`src/rtl/serial_reg_port.sv`:
```
module serial_reg_port #(
  parameter int CW = 4,
  parameter int AW = 4,
  parameter int DW = 8,
  parameter logic [3:0] DWELL_ADDR = 4'hA,
  parameter logic [7:0] DWELL_RST = 8'h0D
) (
  input  logic                   clk,
  input  logic                   rst_n,
  input  logic                   cs_n,
  input  logic                   sclk,
  input  logic                   sdi,
  output logic                   sdo,
  output logic                   sdo_en,
  output logic [(1<<AW)*DW-1:0]  cfg_regs
);
  localparam int FW   = CW + AW + DW;
  localparam int NR   = 1 << AW;
  localparam int CNTW = $clog2(FW + 1);
  localparam int TXW  = $clog2(DW + 1);

  localparam logic [CW-1:0] CMD_WR  = CW'(1);
  localparam logic [CW-1:0] CMD_RD  = CW'(2);
  localparam logic [CW-1:0] CMD_RST = CW'(3);

  logic cs_s, sclk_s, sclk_d, sdi_s;
  logic rise, fall;
  logic [FW-1:0]   sr;
  logic [FW-1:0]   frame_in;
  logic [CNTW-1:0] bitcnt;
  logic            txmode;
  logic [TXW-1:0]  txcnt;
  logic [DW-1:0]   txsr;
  logic [DW-1:0]   rf [NR];
  logic            last;
  logic [CW-1:0]   cmd;
  logic [AW-1:0]   addr;
  logic [DW-1:0]   wdat;

  function automatic logic [DW-1:0] reset_val(input int idx);
    return (idx == int'(DWELL_ADDR)) ? DW'(DWELL_RST) : '0;
  endfunction

  always_ff @(posedge clk or negedge rst_n) begin
    if (!rst_n) begin
      cs_s   <= 1'b1;
      sclk_s <= 1'b0;
      sclk_d <= 1'b0;
      sdi_s  <= 1'b0;
    end else begin
      cs_s   <= cs_n;
      sclk_s <= sclk;
      sclk_d <= sclk_s;
      sdi_s  <= sdi;
    end
  end

  assign rise     = sclk_s & ~sclk_d;
  assign fall     = ~sclk_s & sclk_d;
  assign frame_in = {sr[FW-2:0], sdi_s};
  assign last     = rise && !cs_s && !txmode && (bitcnt == CNTW'(FW - 1));
  assign cmd      = frame_in[FW-1 -: CW];
  assign addr     = frame_in[DW +: AW];
  assign wdat     = frame_in[DW-1:0];

  always_ff @(posedge clk or negedge rst_n) begin
    if (!rst_n) begin
      for (int i = 0; i < NR; i++) rf[i] <= reset_val(i);
    end else if (last && cmd == CMD_RST) begin
      for (int i = 0; i < NR; i++) rf[i] <= reset_val(i);
    end else if (last && cmd == CMD_WR) begin
      rf[addr] <= wdat;
    end
  end

  always_ff @(posedge clk or negedge rst_n) begin
    if (!rst_n) begin
      sr     <= '0;
      bitcnt <= '0;
      txmode <= 1'b0;
      txcnt  <= '0;
      txsr   <= '0;
      sdo    <= 1'b0;
      sdo_en <= 1'b0;
    end else if (cs_s) begin
      bitcnt <= '0;
      txmode <= 1'b0;
      txcnt  <= '0;
      sdo_en <= 1'b0;
    end else if (rise && !txmode) begin
      sr <= frame_in;
      if (last) begin
        bitcnt <= '0;
        if (cmd == CMD_RD) begin
          txmode <= 1'b1;
          txcnt  <= '0;
          txsr   <= rf[addr];
        end
      end else begin
        bitcnt <= bitcnt + 1'b1;
      end
    end else if (rise && txmode) begin
      if (txcnt == TXW'(DW - 1)) begin
        txmode <= 1'b0;
        txcnt  <= '0;
        sdo_en <= 1'b0;
      end else begin
        txcnt <= txcnt + 1'b1;
      end
    end else if (fall && txmode) begin
      sdo    <= txsr[DW-1];
      txsr   <= {txsr[DW-2:0], 1'b0};
      sdo_en <= 1'b1;
    end
  end

  for (genvar g = 0; g < NR; g++) begin : g_out
    assign cfg_regs[g*DW +: DW] = rf[g];
  end
endmodule


```
`config.mk`:
```
export PLATFORM = sky130hd
export DESIGN_NAME = serial_reg_port
export DESIGN_NICKNAME = d
export VERILOG_FILES = /design/src/rtl/serial_reg_port.sv
export SDC_FILE = /design/constraint.sdc
export NUM_CORES = 1
export LEC_CHECK = 0
export CAP_MARGIN = 20
export CORE_ASPECT_RATIO = 0.75
export CORE_UTILIZATION = 45
export CTS_CLUSTER_SIZE = 30
export DETAILED_ROUTE_END_ITERATION = 8
export GPL_ROUTABILITY_DRIVEN = 0
export PLACE_DENSITY = 0.69
export SYNTH_ARGS = -nofsm -noshare
export SYNTH_HDL_FRONTEND = slang
export SYNTH_SLANG_ARGS = --single-unit
```
`constraint.sdc`:
```
create_clock -name clk -period 4.1 [get_ports clk]
set_input_delay 1.23 -clock clk [delete_from_list [all_inputs] [get_ports clk]]
set_output_delay 1.23 -clock clk [all_outputs]
set_load 0.02 [all_outputs]
```
# [Word level (Yosys, flattened, before mapping)]
# Index checks and enable logic that the tools add are counted.
# Widths: inputs -> output; s select.
[op_classes] n_addsub=2 magnitude_cmp=2 n_eq_ne=12 muxes=32 bitwise_logic=8 n_reduce_logical=23
[op_table] cell="$mux 128" n=2
[op_table] cell="$bwmux 128" n=1
[op_table] cell="$mux 8" n=8
[op_table] cell="$bmux 8 s4" n=1
[op_table] cell="$demux 8 s4" n=1
[op_table] cell="$mux 4" n=6
[op_table] cell="$mux 5" n=3
[op_table] cell="$mux 1" n=10
[op_table] cell="$logic_and 1x1->1" n=9
[op_table] cell="$reduce_bool 3->1" n=3
[op_table] cell="$eq 4x2->1 const B" n=2
[op_table] cell="$reduce_and 4->1" n=2
[op_table] cell="$ne 2x2->1 const B" n=3
[op_table] cell="$ne 3x2->1 const B" n=2
[op_table] cell="$reduce_and 3->1" n=2
[op_table] cell="$reduce_bool 2->1" n=3
[op_table] cell="$add 5x1->5 const B" n=1
[op_table] cell="$eq 5x4->1 const B" n=1
[op_table] cell="$ge 5x5->1 const B" n=1
[op_table] cell="$lt 5x1->1 const B" n=1
[op_table] cell="$not 1->1" n=5
[op_table] cell="$not 4->5" n=1
[op_table] cell="$reduce_and 5->1" n=1
[op_table] cell="$add 4x1->4 const B" n=1
[op_table] cell="7 further kinds" n=9
[totals] ff_bits=167 out_inout_bits=130 wordCells=106

# [Longest topological paths before layout]
[logic_depth] word_depth=8 ltp_mapped=9

# [Worst setup path after synthesis]
# OpenSTA, ideal clock, no wires.
[synth_timing] path_type="reg2reg" from="reg txmode" to="reg rf, in the netlist cfg_regs[56]" arrival_ns=2.065 t_required_ns=4.021 path_slack_ns=1.955 stages_incl_launch_ff=9 period_less_slack_ns=2.145 path_cell_list="dfrtp_1 > clkbuf_1 > nor4b_4 > and4_1 > buf_4 > buf_4 > nand3_4 > nor2_8 > mux2i_1"
[synth_via] elab_chain_cells=5
[synth_rtl] element="from (decl)" line="31" source="logic txmode;"
[synth_rtl] element="from (signal assigned)" line="80" source="txmode <= 1'b0;"
[synth_rtl] element="from (signal assigned)" line="87" source="txmode <= 1'b0;"
[synth_rtl] element="from (signal assigned)" line="95" source="txmode <= 1'b1;"
[synth_rtl] element="$logic_not 1->1 (*)" line="61" source="assign last = rise && !cs_s && !txmode && (bitcnt == CNTW'(FW - 1));"
[synth_rtl] element="$logic_and 1x1->1 (*) (2 in series)" line="61"
[synth_rtl] element="$logic_and 1x1->1, on equally long branches" line="69, 71"
[synth_rtl] element="$mux 128 / $reduce_bool 2->1 (equally long branches)"
[synth_rtl] element="to (signal, indexed assignment)" line="72" source="rf[addr] <= wdat;"
[synth_rtl] element="to (decl)" line="34" source="logic [DW-1:0] rf [NR];"
# Mark *: on every way between the ends. The rest lies on a longest branch, timed or not.
# A chain may end at the register's enable or synchronous reset.

# [Final worst setup path]
[layout_timing] from="reg rf, in the netlist cfg_regs[80]" to="out cfg_regs[80]"
[layout_lines] element="to (decl)" line="15" source="output logic [(1<<AW)*DW-1:0] cfg_regs"
# No word-level cell between the ends.

==> run metrics <==
Overall Global Routing Usage=27.0%; hold path depth=1; Slew HR=24.6%; clock sinks=167; P_leak=4.13 nW; Critical Path End Type=output port; DRT Wirelength=23.3 mm; die height=116 um; Post-CTS Hold Fix Bufs=0; largest net degree at the start of global routing=72; Hold Vio Cnt, Final=0; Synth top area share=52.2%; CTS tree=yes; setup slack, reg-to-reg=1.35 ns; DR iter-0 viols=568; crit path cell chain=clkdlybuf4s50_1; Seq/Total Area, Yosys=53.6%; Worst R2R End=cfg_regs[113]; Synth area leader=dfrtp_1; Yosys cell types=48; setup repair bufs after CTS=0; setup tns final=0 ns; via count=6220; worst-margin pin slew=1.13 ns; placed cell count=994; Num CTS Buffers=17; RSZ-0062 raised after global routing=no; Layout area overhead=27.8%; first-pass GRT wire length=35.9 mm; CP Buf/Inv Count=1; Yosys reg bits=167; vias per cell=6.06; Antenna Nets Post-Route=0; status=finished, final reports clean; met3 WL=1.86 mm; VDD IR max=0.248 mV; Die Span X=154 um; required time worst endpoint=2.87 ns; fraction of power spent switching nets=27.3%; Fmax=0.346 GHz; clk root buf=clkbuf_16; worst stage delay on the critical path=0.62 ns; Synth Area per Inst=11.4 um^2; Clock Tree Buf Depth=2; post-synthesis instance total=684; Boundary Pins=135; Final period util=70.5%; internal power component=2.98 mW; pwr/cell area=411 nW/um^2; Worst path depth=1; number of flops mapped to enable cells by yosys=0; # port buffers=134; Setup CP Type=reg2out; Synth area leaders=dfrtp_1 (52%), mux2i_1 (9.0%), mux4_2 (7.2%), o21ai_0 (4.8%), nand2_1 (4.7%); Switch Pwr=1.12 mW; Logic pwr share=11.2%; Top Metal Used=met4; Clk pwr share=44.1%; worst r2r path cells=5; post-cts sizing count=0; Min Hold Slack=0.478 ns; Final nets=806; Clk Latency, worst-skew pair=0.44 ns; core box area=16900 um^2; CTS HTree Levels=4; crit-path max FO=4; Synth Flop Type=dfrtp_1; Post-Layout Cell Count=1027; Hold Path End=txsr[4]; fin crit period=2.89 ns; Initial Utilization=46.3%; layout cells sized above 1=12.6%; hold_sp=txsr[4]; # diodes=0; CP Launch Type=register; metal1 wirelength=10.6 mm; Seq pwr share=44.7%; Arr. time, crit path=1.66 ns; critical path's slowest cell=clkdlybuf4s50_1; most frequent cells in the layout=dfrtp_1 (162), clkdlybuf4s50_1 (133), nand2_1 (96); DRC Markers=0; HPWL Detailed=15.6 mm; Congestion Overflow GR=0; clock-pin slew of the registers on the worst-case setup and hold paths=0.07 ns; Ys Warns=0; Hold Path Class=reg2reg; DR WL/cell=22.7 um; max-cap violation count=0; Syn Nets=691; Setup Skew=0.00838 ns; drt first pass iters=5; CP top delay family=buffers and inverters; Reg-to-Reg Start=sr[8]; most common cell after layout, fill and taps aside=dfrtp_1; met2 routed wirelength=10.4 mm; total die area=17900 um^2; Pins Over Slew Limit=0; vias in the first global route=5962; Site Rows=41; setup violators final=0; asr flop ratio synth=100%; Cell Area, Synth=7810 um^2; initial antenna violation count=0
## through the flow
stage          util [%]  worst slack [ns]  power, mW  instance area, um^2
3_5_place_dp       55.2              1.38       2.32                 9320
2_1_floorplan         -              1.96       2.13                 7810
6_report           59.2              1.21       4.10                 9990
5_1_grt            59.2              1.20       4.23                 9990
3_3_place_gp       55.2              1.41       2.30                 9320
4_1_cts            59.1              1.20       4.12                 9980
## power groups by stage
| stage | logic [mW] | clock network [mW] | registers [mW] |
|---|---|---|---|
| 2_1_floorplan | 0.367 | 0 | 1.76 |
| 3_3_place_gp | 0.440 | 0 | 1.86 |
| 3_5_place_dp | 0.453 | 0 | 1.87 |
| 4_1_cts | 0.457 | 1.82 | 1.83 |
| 5_1_grt | 0.489 | 1.90 | 1.85 |
| 6_report | 0.459 | 1.81 | 1.83 |
## synthesized netlist by cell type, types with 2 or more instances
| master | instances |
|---|---|
| dfrtp_1 | 163 |
| nand2_1 | 97 |
| o21ai_0 | 75 |
| mux2i_1 | 70 |
| nand3_1 | 47 |
| clkbuf_1 | 34 |
| mux4_2 | 25 |
| nor2_1 | 20 |
| mux2_2 | 17 |
| a22oi_1 | 16 |
| nand2b_1 | 15 |
| a211oi_1 | 14 |
| a21o_1 | 8 |
| a21oi_1 | 8 |
| buf_1 | 8 |
| o22ai_1 | 7 |
| o22a_1 | 6 |
| nor3_1 | 5 |
| buf_2 | 4 |
| dfstp_2 | 4 |
| nand4_1 | 4 |
| nor2_8 | 3 |
| nor2b_1 | 3 |
| a311oi_1 | 2 |
| buf_4 | 2 |
| ha_1 | 2 |
| nand3b_1 | 2 |
| nor2_4 | 2 |
| o21ai_1 | 2 |
## kinds of logic after synthesis
family | share of synthesized area (%)
AOI/OAI and AO/OA | 10.9
DFF | 53.6
muxes | 18.6
and+or+nand+nor | 14.0
adders and majority gates | 0.320
buffers and inverters | 2.51
xor gates and xnor gates | 0.112
## registers in the layout, indices dropped and copies added (netlist names)
| register | flops |
|---|---|
| txcnt | 4 |
| cs_s | 1 |
| sclk_s | 1 |
| sdo_en | 1 |
| txmode | 1 |
| sdo | 1 |
| sdi_s | 1 |
| cfg_regs | 128 |
| txsr | 8 |
| sclk_d | 1 |
| sr | 15 |
| bitcnt | 5 |
## final cells by class
type,instances,area [um^2]
fillers,1334,6890
flip-flops and latches,167,4190
multi-input cells,468,3430
repair buffers,144,1430
clock buffers,21,470
well taps,215,269
clock inverters,11,194
inverters,1,3.75
## worst reg2reg max path: cells and delay by family (launching register included)
| family | cells | cell delay, ns |
|---|---|---|
| AO/OA/AOI/OAI | 2 | 0.32 |
| flip-flops | 1 | 1.09 |
| AND/OR/NAND/NOR | 3 | 1.23 |
## routing by layer
layer	vias up	track usage [%]
met3	27	5.53
met1	3165	40.3
li1	2718	-
met4	0	8.67
met5	-	0
met2	310	39.8
## worst max path at each step
| stage | from | endpoint |
|---|---|---|
| final | cfg_regs[80] | cfg_regs[80] |
| after global routing | cfg_regs[80] | cfg_regs[80] |
| after CTS | cfg_regs[80] | cfg_regs[80] |
| after detailed placement | sr[7] | txsr[2] |
| after global placement | sr[7] | txsr[2] |
| after floorplan | txmode | cfg_regs[56] |
(Power assumes the default switching activity.)
